==> src/rtl/adbus_pkg.sv <==
package adbus_pkg;
  // Ordering matters only for readability; decoding uses equality.
  typedef enum logic [2:0] {
    PH_IDLE = 3'd0,
    PH_T1   = 3'd1,
    PH_T2   = 3'd2,
    PH_TW   = 3'd3,
    PH_T3   = 3'd4,
    PH_DONE = 3'd5
  } phase_e;
endpackage

==> src/rtl/adbus_seq.sv <==
module adbus_seq
  import adbus_pkg::*;
#(
  parameter int WAIT_W = 4,
  parameter int BEATS  = 2,
  localparam int BEAT_W = (BEATS > 1) ? $clog2(BEATS) : 1
) (
  input  logic              clk,
  input  logic              rst,
  input  logic              req_valid,
  input  logic              req_write,
  input  logic              req_io,
  input  logic [WAIT_W-1:0] req_wait,
  output logic              accept,
  output phase_e            ph_q,
  output phase_e            ph_nxt,
  output logic [BEAT_W-1:0] beat_q,
  output logic [BEAT_W-1:0] beat_nxt,
  output logic              wr_nxt,
  output logic              capture
);
  localparam logic [BEAT_W-1:0] LAST_BEAT = BEAT_W'(BEATS - 1);

  logic              wr_q, io_q;
  logic [WAIT_W-1:0] wlen_q, wcnt_q, wcnt_nxt;

  always_comb begin
    ph_nxt   = ph_q;
    beat_nxt = beat_q;
    wcnt_nxt = wcnt_q;
    accept   = 1'b0;
    capture  = 1'b0;
    unique case (ph_q)
      PH_IDLE: begin
        if (req_valid) begin
          accept   = 1'b1;
          ph_nxt   = PH_T1;
          beat_nxt = '0;
        end
      end
      PH_T1: begin
        ph_nxt   = io_q ? PH_TW : PH_T2;
        wcnt_nxt = '0;
      end
      PH_T2: begin
        ph_nxt   = PH_TW;
        wcnt_nxt = '0;
      end
      PH_TW: begin
        if (wcnt_q == wlen_q) begin
          ph_nxt  = PH_T3;
          capture = ~wr_q;
        end else begin
          wcnt_nxt = wcnt_q + 1'b1;
        end
      end
      PH_T3: begin
        if (beat_q == LAST_BEAT) begin
          ph_nxt = PH_DONE;
        end else begin
          ph_nxt   = PH_T1;
          beat_nxt = beat_q + 1'b1;
        end
      end
      PH_DONE: ph_nxt = PH_IDLE;
      default: ph_nxt = PH_IDLE;
    endcase
  end

  assign wr_nxt = accept ? req_write : wr_q;

  always_ff @(posedge clk) begin
    if (rst) begin
      ph_q   <= PH_IDLE;
      beat_q <= '0;
      wcnt_q <= '0;
      wlen_q <= '0;
      wr_q   <= 1'b0;
      io_q   <= 1'b0;
    end else begin
      ph_q   <= ph_nxt;
      beat_q <= beat_nxt;
      wcnt_q <= wcnt_nxt;
      if (accept) begin
        wlen_q <= req_wait;
        wr_q   <= req_write;
        io_q   <= req_io;
      end
    end
  end
endmodule

==> src/rtl/adbus_strobe.sv <==
module adbus_strobe
  import adbus_pkg::*;
(
  input  logic   clk,
  input  logic   rst,
  input  phase_e ph_q,
  input  phase_e ph_nxt,
  input  logic   wr_nxt,
  output logic   ale_lo,
  output logic   ale_hi,
  output logic   we_n,
  output logic   bhe_n,
  output logic   oe_n,
  output logic   bus_drive,
  output logic   req_ready
);
  logic oe_rise;  // rising-edge half: covers TW and T3
  logic oe_fall;  // falling-edge half: high from mid first TW to mid T3
  logic in_acc_n, drv_n;

  always_comb begin
    in_acc_n = (ph_nxt == PH_T1) || (ph_nxt == PH_T2) ||
               (ph_nxt == PH_TW) || (ph_nxt == PH_T3);
    drv_n    = (ph_nxt == PH_T1) || (ph_nxt == PH_T2) ||
               ((ph_nxt == PH_TW) && wr_nxt);
  end

  always_ff @(posedge clk) begin
    if (rst) begin
      ale_lo    <= 1'b0;
      ale_hi    <= 1'b0;
      we_n      <= 1'b1;
      bhe_n     <= 1'b1;
      bus_drive <= 1'b0;
      req_ready <= 1'b0;
      oe_rise   <= 1'b0;
    end else begin
      ale_lo    <= (ph_nxt == PH_T1);
      ale_hi    <= (ph_nxt == PH_T2);
      we_n      <= ~((ph_nxt == PH_TW) && wr_nxt);
      bhe_n     <= ~in_acc_n;
      bus_drive <= drv_n;
      req_ready <= (ph_nxt == PH_DONE);
      oe_rise   <= (ph_nxt == PH_TW) || (ph_nxt == PH_T3);
    end
  end

  always_ff @(negedge clk) begin
    if (rst) oe_fall <= 1'b0;
    else     oe_fall <= (ph_q == PH_TW);
  end

  assign oe_n = ~(oe_rise & oe_fall);
endmodule

==> src/rtl/adbus_dpath.sv <==
module adbus_dpath
  import adbus_pkg::*;
#(
  parameter int ADDR_W = 32,
  parameter int DATA_W = 32,
  parameter int BUS_W  = 16,
  localparam int BEATS   = DATA_W / BUS_W,
  localparam int BEAT_W  = (BEATS > 1) ? $clog2(BEATS) : 1,
  localparam int ALIGN   = $clog2(DATA_W / 8),
  localparam int LANE_SH = $clog2(BUS_W / 8)
) (
  input  logic              clk,
  input  logic              rst,
  input  logic              accept,
  input  logic [ADDR_W-1:0] req_addr,
  input  logic [DATA_W-1:0] req_wdata,
  input  phase_e            ph_nxt,
  input  logic [BEAT_W-1:0] beat_q,
  input  logic [BEAT_W-1:0] beat_nxt,
  input  logic              wr_nxt,
  input  logic              capture,
  input  logic [BUS_W-1:0]  bus_din,
  output logic [BUS_W-1:0]  bus_dout,
  output logic [DATA_W-1:0] req_rdata
);
  logic [ADDR_W-1:ALIGN] addr_q, addr_n;
  logic [DATA_W-1:0]     wdata_q, wdata_n;
  logic [ADDR_W-1:0]     beat_a;
  logic [BUS_W-1:0]      dout_n;
  logic [BUS_W-1:0]      wlane [BEATS];
  logic                  unused_lsb;

  assign unused_lsb = ^req_addr[ALIGN-1:0];
  assign addr_n  = accept ? req_addr[ADDR_W-1:ALIGN] : addr_q;
  assign wdata_n = accept ? req_wdata : wdata_q;
  assign beat_a  = {addr_n, {ALIGN{1'b0}}} | (ADDR_W'(beat_nxt) << LANE_SH);

  for (genvar g = 0; g < BEATS; g++) begin : g_lane
    logic [BUS_W-1:0] rlane;
    assign wlane[g] = wdata_n[g*BUS_W +: BUS_W];
    always_ff @(posedge clk) begin
      if (rst)                                        rlane <= '0;
      else if (capture && (beat_q == BEAT_W'(g)))     rlane <= bus_din;
    end
    assign req_rdata[g*BUS_W +: BUS_W] = rlane;
  end

  always_comb begin
    unique case (ph_nxt)
      PH_T1:   dout_n = beat_a[BUS_W-1:0];
      PH_T2:   dout_n = beat_a[ADDR_W-1:ADDR_W-BUS_W];
      PH_TW:   dout_n = wr_nxt ? wlane[beat_nxt] : '0;
      default: dout_n = '0;
    endcase
  end

  always_ff @(posedge clk) begin
    if (rst) begin
      addr_q   <= '0;
      wdata_q  <= '0;
      bus_dout <= '0;
    end else begin
      addr_q   <= addr_n;
      wdata_q  <= wdata_n;
      bus_dout <= dout_n;
    end
  end
endmodule

==> src/rtl/adbus_ctrl.sv <==
module adbus_ctrl
  import adbus_pkg::*;
#(
  parameter int ADDR_W = 32,
  parameter int DATA_W = 32,
  parameter int BUS_W  = 16,
  parameter int WAIT_W = 4
) (
  input  logic              clk,
  input  logic              rst,
  input  logic              req_valid,
  input  logic              req_write,
  input  logic              req_io,
  input  logic [ADDR_W-1:0] req_addr,
  input  logic [DATA_W-1:0] req_wdata,
  input  logic [WAIT_W-1:0] req_wait,
  output logic              req_ready,
  output logic [DATA_W-1:0] req_rdata,
  input  logic [BUS_W-1:0]  bus_din,
  output logic [BUS_W-1:0]  bus_dout,
  output logic              bus_drive,
  output logic              ale_lo,
  output logic              ale_hi,
  output logic              oe_n,
  output logic              we_n,
  output logic              bhe_n
);
  localparam int BEATS  = DATA_W / BUS_W;
  localparam int BEAT_W = (BEATS > 1) ? $clog2(BEATS) : 1;

  logic              accept, wr_nxt, capture;
  phase_e            ph_q, ph_nxt;
  logic [BEAT_W-1:0] beat_q, beat_nxt;

  adbus_seq #(.WAIT_W(WAIT_W), .BEATS(BEATS)) u_seq (
    .clk(clk), .rst(rst),
    .req_valid(req_valid), .req_write(req_write), .req_io(req_io),
    .req_wait(req_wait),
    .accept(accept), .ph_q(ph_q), .ph_nxt(ph_nxt),
    .beat_q(beat_q), .beat_nxt(beat_nxt),
    .wr_nxt(wr_nxt), .capture(capture)
  );

  adbus_strobe u_strobe (
    .clk(clk), .rst(rst),
    .ph_q(ph_q), .ph_nxt(ph_nxt), .wr_nxt(wr_nxt),
    .ale_lo(ale_lo), .ale_hi(ale_hi), .we_n(we_n), .bhe_n(bhe_n),
    .oe_n(oe_n), .bus_drive(bus_drive), .req_ready(req_ready)
  );

  adbus_dpath #(.ADDR_W(ADDR_W), .DATA_W(DATA_W), .BUS_W(BUS_W)) u_dpath (
    .clk(clk), .rst(rst),
    .accept(accept), .req_addr(req_addr), .req_wdata(req_wdata),
    .ph_nxt(ph_nxt), .beat_q(beat_q), .beat_nxt(beat_nxt),
    .wr_nxt(wr_nxt), .capture(capture),
    .bus_din(bus_din), .bus_dout(bus_dout), .req_rdata(req_rdata)
  );
endmodule

==> config.mk <==
export PLATFORM = sky130hd
export DESIGN_NAME = adbus_ctrl
export DESIGN_NICKNAME = d
export VERILOG_FILES = /design/src/rtl/adbus_pkg.sv /design/src/rtl/adbus_seq.sv /design/src/rtl/adbus_strobe.sv /design/src/rtl/adbus_dpath.sv /design/src/rtl/adbus_ctrl.sv
export SDC_FILE = /design/constraint.sdc
export NUM_CORES = 1
export LEC_CHECK = 0
export BUFFER_PORTS_ARGS = -buffer_cell sky130_fd_sc_hd__buf_2
export CORE_MARGIN = 10
export CORE_UTILIZATION = 47
export DETAILED_ROUTE_END_ITERATION = 8
export PLACE_DENSITY = 0.83
export SLEW_MARGIN = 40
export SYNTH_ARGS = -nofsm -noshare
export SYNTH_HDL_FRONTEND = slang
export SYNTH_SLANG_ARGS = --single-unit
export TNS_END_PERCENT = 10
==> constraint.sdc <==
create_clock -name clk -period 1.8 [get_ports clk]
set_input_delay 0 -clock clk [delete_from_list [all_inputs] [get_ports clk]]
set_output_delay 0 -clock clk [all_outputs]
set_load 0.02 [all_outputs]
# [Word level (Yosys, flattened, before mapping)]
# Cells that the tools add are included.
[word_totals] reg_bits=132 input_bits=89 output_inout_bits=55 wordCells=75
[op_classes] add_sub_neg=2 order_cmp=1 eq_ne=11 muxes=22 bitwise_logic=8 n_reduce_logical=12
[op_table] cell="2-to-1 mux 16 bit" n=4
[op_table] cell="one-hot mux 16 bit (3 select lines)" n=1
[op_table] cell="2-to-1 mux 32 bit" n=1
[op_table] cell="bitwise OR 32 x 2 -> 32 bit" n=1
[op_table] cell="2-to-1 mux 30 bit" n=1
[op_table] cell="one-hot mux 3 bit (5 select lines)" n=1
[op_table] cell="== test 3 x 2 -> 1 bit, second input constant" n=4
[op_table] cell="== test 3 bit, second input constant" n=3
[op_table] cell="2-to-1 mux 3 bit" n=3
[op_table] cell="2-to-1 mux 1 bit" n=8
[op_table] cell="one-hot mux 4 bit (2 select lines)" n=1
[op_table] cell="== test 3 x 1 -> 1 bit, second input constant" n=2
[op_table] cell="logical OR 1 bit" n=5
[op_table] cell="inverter 1 bit" n=5
[op_table] cell="adder 4 x 1 -> 4 bit, second input constant" n=1
[op_table] cell="== test 4 bit" n=1
[op_table] cell="2-to-1 mux 4 bit" n=1
[op_table] cell="logical AND 1 bit" n=3
[op_table] cell="zero test 3 bit" n=1
[op_table] cell="greater-or-equal comparator 2 bit, second input constant" n=1
[op_table] cell="inequality test 2 bit, second input constant" n=1
[op_table] cell="inverter 1 -> 2 bit" n=1
[op_table] cell="one-hot mux 1 bit (2 select lines)" n=1
[op_table] cell="AND reduction 2 bit" n=1
[op_table] cell="other kinds (4)" n=4

# [Depth between registers and ports, before layout]
# Gate-level depths: netlist of run 1.
[depth] word_depth=9 mapped_depth=7 mapped_depth_nobuf=5

# [Modules after synthesis]
# Synthesis of run 1 repeated with hierarchy kept, for this count alone.
[hier_totals] cells_unflattened=518 hier_area_um2=5325.1
[modules_own_cells] mod="adbus_dpath" instances=1 cells_each=424 area_per_inst_um2=4347.9 seq_area_each_um2=2202.1
[modules_own_cells] mod="adbus_seq" instances=1 cells_each=72 area_per_inst_um2=708.2 seq_area_each_um2=280.3
[modules_own_cells] mod="adbus_strobe" instances=1 cells_each=22 area_per_inst_um2=269.0 seq_area_each_um2=160.2

==> run metrics, run 1 <==
most frequent cells in the layout 139 x buf_2, 123 x dfxtp_1, 86 x dlygate4sd3_1, 79 x nand2_1, 78 x nor2_1; drt pass-1 iters 5; Worst Path Required 1.80 ns; synth warn 0; Slew @ Worst Pin 0.6646 ns; outcome finished, violations left; TritonCTS clock tree built; Via density 5.238; Synth cell types 35; Die Area 15,580 um^2; unrepaired setup endpoints after global routing yes; EDFF count, synth 0; antenna cells 0; final clock skew 0.02187 ns; Pwr Density 998.8 nW/um^2; failing checks negative setup slack; CP startpoint kind flop; Clk pin slew, worst setup/hold paths 0.06 ns; CP arrival 1.88 ns; Final ANT Viol Nets 0; Final nets 899; Final HPWL DP 10,360 um; Syn-to-layout area delta 54.60%; maximum VDD drop 0.8186 mV; HP Class input port to flop; clk_lat worst skew 0.52 ns; total global routing track utilization 20.58%; CTS H-Tree Depth 4; Slew Limit Fails 0; largest driver fanout on the critical path 1; CTS sink count 132; combinational share of power 18.0%; total gr overflow 0; relative slew slack 55.69%; total wire length 17,090 um; initial antenna violation count 0; CP Launch Point u_strobe.oe_fall; Final WS setup -0.08495 ns; WL/cell 17.76 um; gpl congestion 0.8787; commonest non-fill, non-tap cell in the layout buf_2; FP Rows 38; hold slack final 0.2722 ns; Remaining DRCs 0; Max Root-Sink Buffers 2; leakage 3.298 nW; layout cell share with drive strength beyond 1 30.54%; core area 10,790 um^2; clock power share 41.8%; Root Buffer Master clkbuf_8; top_reg_cell synth dfxtp_1; Synth Area per Inst 9.219 um^2; Hold Path Origin bus_din[2]; Synthesized Nets 650; CTS Buf Count 17; gate count of the mapped netlist 560; first-pass GRT wire length 26,500 um; switching pwr 2.181 mW; Critical Path Sink Type primary output; Starting Density 47.83%; Hold Fails Final Rpt 0; Iteration-0 DRC Markers 333; sequential power share 40.3%; die width 124.8 um; # IOs 144; setup tns final -0.1385 ns; register area share after synthesis 51.19%; # port buffers 141; largest net degree at the start of global routing 94; final setup fails 6; switch share 27.36%; Max Cap Violations 0; reg-to-reg critical path startpoint u_seq.ph_q[0]; register bit total from synthesis 132; Final Core Density 73.95%; number of global-route vias before repair 5,231; Cell Area, Synth 5162 um^2; post-synthesis async set-or-reset flop share 0%; Die Y 124.8 um; via count of the routed design 5,039; Int Pwr 5.791 mW; critical path type flop to primary output
==> final timing paths <==
path                                              endpoint  slack (ns)  cells after the start
worst min register to register         u_dpath.wdata_q[13]        0.46                      2
worst min-delay path            u_dpath.g_lane[1].rlane[2]        0.27                      4
worst max register to register         u_dpath.bus_dout[2]       -0.01                      7
worst max-delay path                                  oe_n       -0.08                      2
==> routing by layer <==
metal  track usage (%)  routed length (um)  up-vias
li1                  -                   -     2424
met1             21.73                6466     2344
met3             5.660                1194       40
met2             37.78                9007      231
met4             7.814                 419        0
met5                 0                   0        -
==> registers in the layout, summed over array words and instances (netlist names) <==
signal / cells
u_dpath.addr_q: 30
u_dpath.bus_dout: 16
u_dpath.g_lane.rlane: 32
u_dpath.wdata_q: 32
u_seq.beat_q: 1
u_seq.io_q: 1
u_seq.ph_q: 3
u_seq.wcnt_q: 4
u_seq.wlen_q: 4
u_seq.wr_q: 1
u_strobe.ale_hi: 1
u_strobe.ale_lo: 1
u_strobe.bhe_n: 1
u_strobe.bus_drive: 1
u_strobe.oe_fall: 1
u_strobe.oe_rise: 1
u_strobe.req_ready: 1
u_strobe.we_n: 1
==> power groups by stage <==
stage	sequential (mW)	clock, mW	combinational [mW]
final	3.21	3.33	1.43
after global routing	3.22	3.48	1.54
after floorplan	3.27	0.00695	0.634
after CTS	3.19	3.34	1.24
after global placement	3.24	0.00695	1.03
after detailed placement	3.25	0.00695	1.07
==> through the flow <==
step                      total power, mW  instance area [um^2]  cells  setup slack [ns]
after global placement              4.283                  6230    835           0.04040
final                               7.972                  7981    962          -0.08495
after floorplan                     3.911                  5195    560          -0.01819
after global routing                8.248                  7981    962           -0.1239
after CTS                           7.772                  7707    954           -0.1070
after detailed placement            4.326                  6230    835          -0.07165
==> Yosys cell counts, drive strengths merged, types with 4 or more instances <==
| cell | number | area (um^2) |
|---|---|---|
| dfxtp | 132 | 2643 |
| nand2 | 80 | 300.3 |
| nor2 | 79 | 299.0 |
| mux2i | 64 | 640.6 |
| a21oi | 61 | 309.1 |
| nand3 | 35 | 175.2 |
| clkbuf | 21 | 78.83 |
| buf | 19 | 110.1 |
| a31o | 16 | 140.1 |
| o22a | 15 | 131.4 |
| nand2b | 5 | 31.28 |
| nor3 | 4 | 20.02 |
| xnor2 | 4 | 35.03 |
==> logic make-up after synthesis <==
logic type | share of synthesized area, %
flops | 51.19
simple gates | 18.37
xor+xnor | 1.018
fa+ha+maj | 0.2423
mux | 12.41
compound gates | 12.97
buf+inv | 3.805
==> critical path: stages, from the launching register on <==
cell     delay [ns]
dfxtp_2        0.31
nand2_2        0.05
buf_6          0.13
==> what timing repair did <==
item | CTS | global route
gates resized for setup | 10 | 27
gates cloned | 0 | 3
setup endpoints to repair | 34 | 54
hold endpoints to repair | 129 | 0
pin swaps | 3 | 4
hold buffers | 86 | 0
buffers inserted | 1 | 5
==> cell type report <==
cell class                 count  area [um^2]
clock inverter                16        160.2
fill                         701         2811
tap                          140        175.2
multi-input combinational    386         2509
clock buffer                  17        414.1
timing repair buffer         270         2066
sequential                   132         2654
inverter                       1        3.754
(Power assumes the default switching activity.)
==> inputs of run 2 (changes only) <==
- PLACE_DENSITY: 0.83 -> 0.78
==> run 2 against run 1 <==
Compared with the run above:
- the flow still finishes with violations (negative setup slack)
- power increased by 3.4%
- hold slack got worse by 0.017 ns
- final cell count decreased by 0.10%
- combinational power decreased by 8%
- first-iteration DRC count increased by 29%
- largest cell class unchanged
- global-route usage decreased by 0.067 points
==> run metrics, run 2 (synthesis results as in run 1) <==
outcome finished, violations left (unchanged); failing checks negative setup slack (unchanged); multi-input logic area 2400 um^2 (was 2509 um^2); commonest non-fill, non-tap cell in the layout buf_2 (unchanged); Die Y 124.8 um (unchanged); HP Class input port to flop (unchanged); Slew @ Worst Pin 0.6148 ns (was 0.6646 ns); initial antenna violation count 0 (unchanged); CTS H-Tree Depth 4 (unchanged); unrepaired setup endpoints after global routing yes (unchanged); antenna cells 0 (unchanged); first-pass GRT wire length 26,520 um (was 26,500 um); FP Rows 38 (unchanged); Worst Path Required 1.80 ns (about the same); most frequent cells in the layout 139 x buf_2, 124 x dfxtp_1, 86 x dlygate4sd3_1, 79 x nand2_1, 78 x nor2_1 (was 139 x buf_2, 123 x dfxtp_1, 86 x dlygate4sd3_1, 79 x nand2_1, 78 x nor2_1); CP startpoint kind flop (unchanged); layout cell share with drive strength beyond 1 29.72% (was 30.54%); CP cell instances nand2_2, buf_6 (unchanged); FF/Latch Area 2653 um^2 (was 2654 um^2); fillcell total 714 (was 701); Remaining DRCs 0 (unchanged); final setup fails 1 (was 6); biggest regs u_dpath.g_lane.rlane: 32 flops, u_dpath.wdata_q: 32 flops, u_dpath.addr_q: 30 flops (unchanged); Via density 5.241 (was 5.238); CTS Buf Count 17 (unchanged); Buf/Inv on CP 1 (unchanged); worst setup path end oe_n (unchanged); CP arrival 1.88 ns (about the same); Slew Limit Fails 0 (unchanged); number of global-route vias before repair 5,395 (was 5,231); CTS sink count 132 (unchanged); Max stage delay cell, worst path dfxtp_2 (unchanged); worst r2r path cells 6 (was 7); drt pass-1 iters 6 (was 5); reg-to-reg critical path startpoint u_seq.ph_q[0] (unchanged); Final WS setup -0.07881 ns (was -0.08495 ns); Syn-to-layout area delta 53.25% (was 54.60%); Max Root-Sink Buffers 2 (unchanged); total wire length 16,130 um (was 17,090 um); largest driver fanout on the critical path 1 (unchanged); leakage 3.315 nW (was 3.298 nW); gpl congestion 0.8825 (was 0.8787); slowest stage delay, CP 0.31 ns (about the same); Root Buffer Master clkbuf_8 (unchanged); core area 10,790 um^2 (unchanged); Critical Path Sink Type primary output (unchanged); TritonCTS clock tree built (unchanged); Clk pin slew, worst setup/hold paths 0.06 ns (about the same); critical register-to-register path endpoint u_dpath.bus_dout[14] (was u_dpath.bus_dout[2]); final clock skew 0.02429 ns (was 0.02187 ns); worst reg-to-reg setup slack 0.04 ns (was -0.01 ns); Hold Fails Final Rpt 0 (unchanged); maximum VDD drop 0.7415 mV (was 0.8186 mV); Iteration-0 DRC Markers 430 (was 333); hold slack final 0.2557 ns (was 0.2722 ns); critical path type flop to primary output (unchanged); CP Launch Point u_strobe.oe_fall (unchanged); total global routing track utilization 20.51% (was 20.58%); WL/cell 16.78 um (was 17.76 um); # IOs 144 (unchanged); CP top delay family flip-flops (unchanged); Pwr Density 1042 nW/um^2 (was 998.8 nW/um^2); Die Area 15,580 um^2 (unchanged); relative slew slack 59.01% (was 55.69%); total gr overflow 0 (unchanged); via count of the routed design 5,037 (was 5,039); die width 124.8 um (unchanged); WP depth 2 (unchanged); Final nets 898 (was 899); largest net degree at the start of global routing 62 (was 94); Final HPWL DP 10,450 um (was 10,360 um); # port buffers 141 (unchanged); Max Cap Violations 0 (unchanged); Power, Total 8.246 mW (was 7.972 mW); Final ANT Viol Nets 0 (unchanged); clk_lat worst skew 0.52 ns (about the same); Starting Density 47.83% (unchanged)
[run 2: metrics by stage]
| stage | util, % | setup slack [ns] | cell area, um^2 | cells | TNS, ns |
|---|---|---|---|---|---|
| 2_1_floorplan | - | -0.01819 | 5195 | 560 | -0.1819 |
| 3_3_place_gp | 58.39 | 0.05898 | 6302 | 838 | 0 |
| 3_5_place_dp | 58.39 | -0.05325 | 6302 | 838 | -0.1669 |
| 4_1_cts | 72.56 | -0.1086 | 7831 | 957 | -0.1086 |
| 5_1_grt | 73.30 | -0.1223 | 7911 | 961 | -0.3009 |
| 6_report | 73.30 | -0.07881 | 7911 | 961 | -0.07881 |
[run 2: what timing repair did]
item                                   in CTS  in global routing
cloned                                      0                  1
endpoints found under the hold margin     129                  0
pin swaps                                   1                  3
resized for setup                           5                 13
setup buffers                               1                  3
hold buffers                               86                  0
setup endpoints to repair                  20                 47
[run 2: metal layers]
metal	vias to the layer above	GRT usage [%]	wire length, um
li1	2425	-	-
met1	2372	22.21	6307
met2	208	36.38	8309
met3	32	7.660	1211
met4	0	5.894	300
met5	-	0	0
[run 2: worst min-delay path by stage]
stage	startpoint	to	slack, ns	cells after the start
3_3_place_gp	req_wdata[26]	u_dpath.wdata_q[26]	0.25	3
6_report	req_wait[2]	u_seq.wlen_q[2]	0.26	4
5_1_grt	req_wdata[29]	u_dpath.wdata_q[29]	0.27	4
3_5_place_dp	req_wdata[16]	u_dpath.wdata_q[16]	0.25	3
4_1_cts	req_wdata[23]	u_dpath.wdata_q[23]	0.24	4
2_1_floorplan	req_wdata[30]	u_dpath.wdata_q[30]	0.14	2
[run 2: worst reg2reg max path, stage by stage (launching register included)]
cell     delay, ns
dfxtp_2       0.37
nor4b_4       0.31
buf_4         0.19
buf_12        0.21
mux2i_1       0.29
o22a_1        0.19
a21oi_1       0.08
[run 2: area by class of cell]
type / instances / area share [%]
sequential: 132 / 33.53
multi-input combinational: 386 / 30.33
timing repair buffer: 269 / 25.70
clock buffer: 17 / 5.235
clock inverter: 16 / 2.942
tap: 140 / 2.214
inverter: 1 / 0.04745
[run 2: power breakdown]
group,total [mW],internal (mW),switching [mW]
clock,3.74,2.40,1.34
sequential,3.19,3.10,0.0902
combinational,1.31,0.638,0.673
==> inputs of run 3 (changes only) <==
- CTS_BUF_LIST: unset -> sky130_fd_sc_hd__clkbuf_16
==> run 3 against run 2 <==
Compared with the run above:
- the run still ends with negative setup slack left
- critical path depth up 6
- power up 1.9%
- clock power up 2%
- sequential power about the same
- critical path type is now flop to flop
- design area up 1.9%
- via count up 3.1%
- hold slack worse by 0.20 ns
- clock skew up 0.0017 ns
- sequential share of layout area down 0.63 points
- final cell count up 0.52%
- core utilization up 1.4 points
- largest cell class unchanged
==> run metrics, run 3 (synthesis results as in run 1) <==
outcome finished, violations left (unchanged); failing checks negative setup slack (unchanged); via count of the routed design 5,193 (was 5,037); layout cell share with drive strength beyond 1 30.75% (was 29.72%); critical register-to-register path endpoint u_dpath.g_lane[1].rlane[10] (was u_dpath.bus_dout[14]); gpl congestion 0.8825 (unchanged); CP arrival 2.09 ns (was 1.88 ns); Final Instance Count excl. Fillers 966 (was 961); total wire length 17,310 um (was 16,130 um); final clock skew 0.02596 ns (was 0.02429 ns); most frequent cells in the layout 139 x buf_2, 125 x dfxtp_1, 85 x dlygate4sd3_1, 79 x nand2_1, 78 x nor2_1 (was 139 x buf_2, 124 x dfxtp_1, 86 x dlygate4sd3_1, 79 x nand2_1, 78 x nor2_1); Syn-to-layout area delta 56.11% (was 53.25%); maximum VDD drop 0.7411 mV (was 0.7415 mV); Remaining DRCs 0 (unchanged); commonest non-fill, non-tap cell in the layout buf_2 (unchanged); die width 124.8 um (unchanged); Worst Path Required 2.07 ns (was 1.80 ns); drt pass-1 iters 8 (was 6); reg-to-reg critical path startpoint u_seq.wcnt_q[3] (was u_seq.ph_q[0]); antenna cells 0 (unchanged); number of global-route vias before repair 5,430 (was 5,395); TritonCTS clock tree built (unchanged); Max stage delay cell, worst path dfxtp_2 (unchanged); worst reg-to-reg setup slack -0.02 ns (was 0.04 ns); core area 10,790 um^2 (unchanged); final setup fails 3 (was 1); Slew Limit Fails 0 (unchanged); Pwr Density 1043 nW/um^2 (was 1042 nW/um^2); Slew @ Worst Pin 0.6226 ns (was 0.6148 ns); Max Cap Violations 0 (unchanged); hold path depth 4 (unchanged); relative slew slack 58.49% (was 59.01%); CTS Buf Count 17 (unchanged); WL/cell 17.92 um (was 16.78 um); worst r2r path cells 8 (was 6); Die Y 124.8 um (unchanged); CTS H-Tree Depth 4 (unchanged); Final nets 903 (was 898); FP Rows 38 (unchanged); leakage 3.370 nW (was 3.315 nW); Hold EP u_dpath.addr_q[23] (was u_seq.wlen_q[2]); Clk pin slew, worst setup/hold paths 0.06 ns (about the same); HP Class input port to flop (unchanged); Root Buffer Master clkbuf_16 (was clkbuf_8); Final ANT Viol Nets 0 (unchanged); Power, Total 8.405 mW (was 8.246 mW); unrepaired setup endpoints after global routing yes (unchanged); Critical Path Sink Type flop (was primary output); Via density 5.376 (was 5.241); # placed instances 838 (unchanged); total gr overflow 0 (unchanged); slowest stage delay, CP 0.34 ns (was 0.31 ns); final period utilization 101.2%; Starting Density 47.83% (unchanged); minimum clock period 1.822 ns; Max Root-Sink Buffers 2 (unchanged); biggest regs u_dpath.g_lane.rlane: 32 flops, u_dpath.wdata_q: 32 flops, u_dpath.addr_q: 30 flops (unchanged); first-pass GRT wire length 26,870 um (was 26,520 um); CTS sink count 132 (unchanged); critical path type flop to flop (was flop to primary output); CP startpoint kind flop (unchanged); Final WS setup -0.02224 ns (was -0.07881 ns); Die Area 15,580 um^2 (unchanged); # IOs 144 (unchanged); # port buffers 141 (unchanged); total global routing track utilization 20.77% (was 20.51%); Final HPWL DP 10,450 um (unchanged); Fmax 548.8 MHz; initial antenna violation count 0 (unchanged); CP cell instances xnor2_2, nand4_1, buf_6, nor4b_4, buf_4, buf_12, mux2i_2, nor2_1 (was nand2_2, buf_6); largest driver fanout on the critical path 8 (was 1); Hold Path Origin req_addr[23] (was req_wait[2]); Hold Fails Final Rpt 0 (unchanged); clk_lat worst skew 0.44 ns (was 0.52 ns); Iteration-0 DRC Markers 413 (was 430); largest net degree at the start of global routing 62 (unchanged)
[run 3: cell types whose count changed in the layout (fill, tap and decap cells not counted), sizes merged]
cell,delta
buf,+3
dlygate4sd3,-1
clkbuf,+3
[run 3: how the worst max path moves through the flow]
stage                     start                           to  slack (ns)
2_1_floorplan   u_seq.wlen_q[0]  u_dpath.g_lane[0].rlane[10]       -0.02
3_3_place_gp      u_seq.ph_q[0]         u_dpath.bus_dout[14]        0.06
3_5_place_dp      u_seq.ph_q[0]  u_dpath.g_lane[1].rlane[10]       -0.05
4_1_cts        u_strobe.oe_fall                         oe_n       -0.04
5_1_grt         u_seq.wcnt_q[1]  u_dpath.g_lane[1].rlane[10]       -0.09
6_report        u_seq.wcnt_q[3]  u_dpath.g_lane[1].rlane[10]       -0.02
[run 3: report_power, final]
part | switching [mW] | internal, mW | total, mW
registers | 0.0958 | 3.10 | 3.20
clock network | 1.34 | 2.47 | 3.81
logic | 0.716 | 0.683 | 1.40
[run 3: stage by stage]
stage / util [%] / worst slack [ns] / setup TNS, ns / area, um^2 / hold slack [ns]
2_1_floorplan: - / -0.01819 / -0.1819 / 5195 / 0.1360
3_3_place_gp: 58.39 / 0.05898 / 0 / 6302 / 0.2453
3_5_place_dp: 58.39 / -0.05325 / -0.1669 / 6302 / 0.2517
4_1_cts: 72.57 / -0.04087 / -0.04087 / 7833 / 0.01872
5_1_grt: 74.67 / -0.09016 / -1.234 / 8059 / 0.08230
6_report: 74.67 / -0.02224 / -0.05105 / 8059 / 0.05482
[run 3: per-layer routing]
metal,part of all wire [%],GRT usage [%]
met3,8.4,8.255
met4,2.3,6.511
met1,38,22.27
met2,52,36.51
met5,0,0
[run 3: timing repair]
action,CTS,global route
endpoints found under the hold margin,116,0
pin swaps,1,9
setup buffers,1,6
setup endpoints to repair,20,48
hold buffers,85,0
gates cloned,0,4
gates resized for setup,5,23
[run 3: critical path: cells and delay by family, from the launching register on]
family	cells	cell delay (ns)
flip-flops	1	0.34
buffers and inverters	3	0.47
XOR/XNOR	1	0.19
multiplexers	1	0.22
AND/OR/NAND/NOR	3	0.45
[run 3: area by class of cell]
class,count,area (um^2)
Sequential cell,132,2651
Clock inverter,16,232.7
Multi-Input combinational cell,386,2439
Clock buffer,17,425.4
Fill cell,697,2734
Tap cell,140,175.2
Timing Repair Buffer,274,2132
Inverter,1,3.754
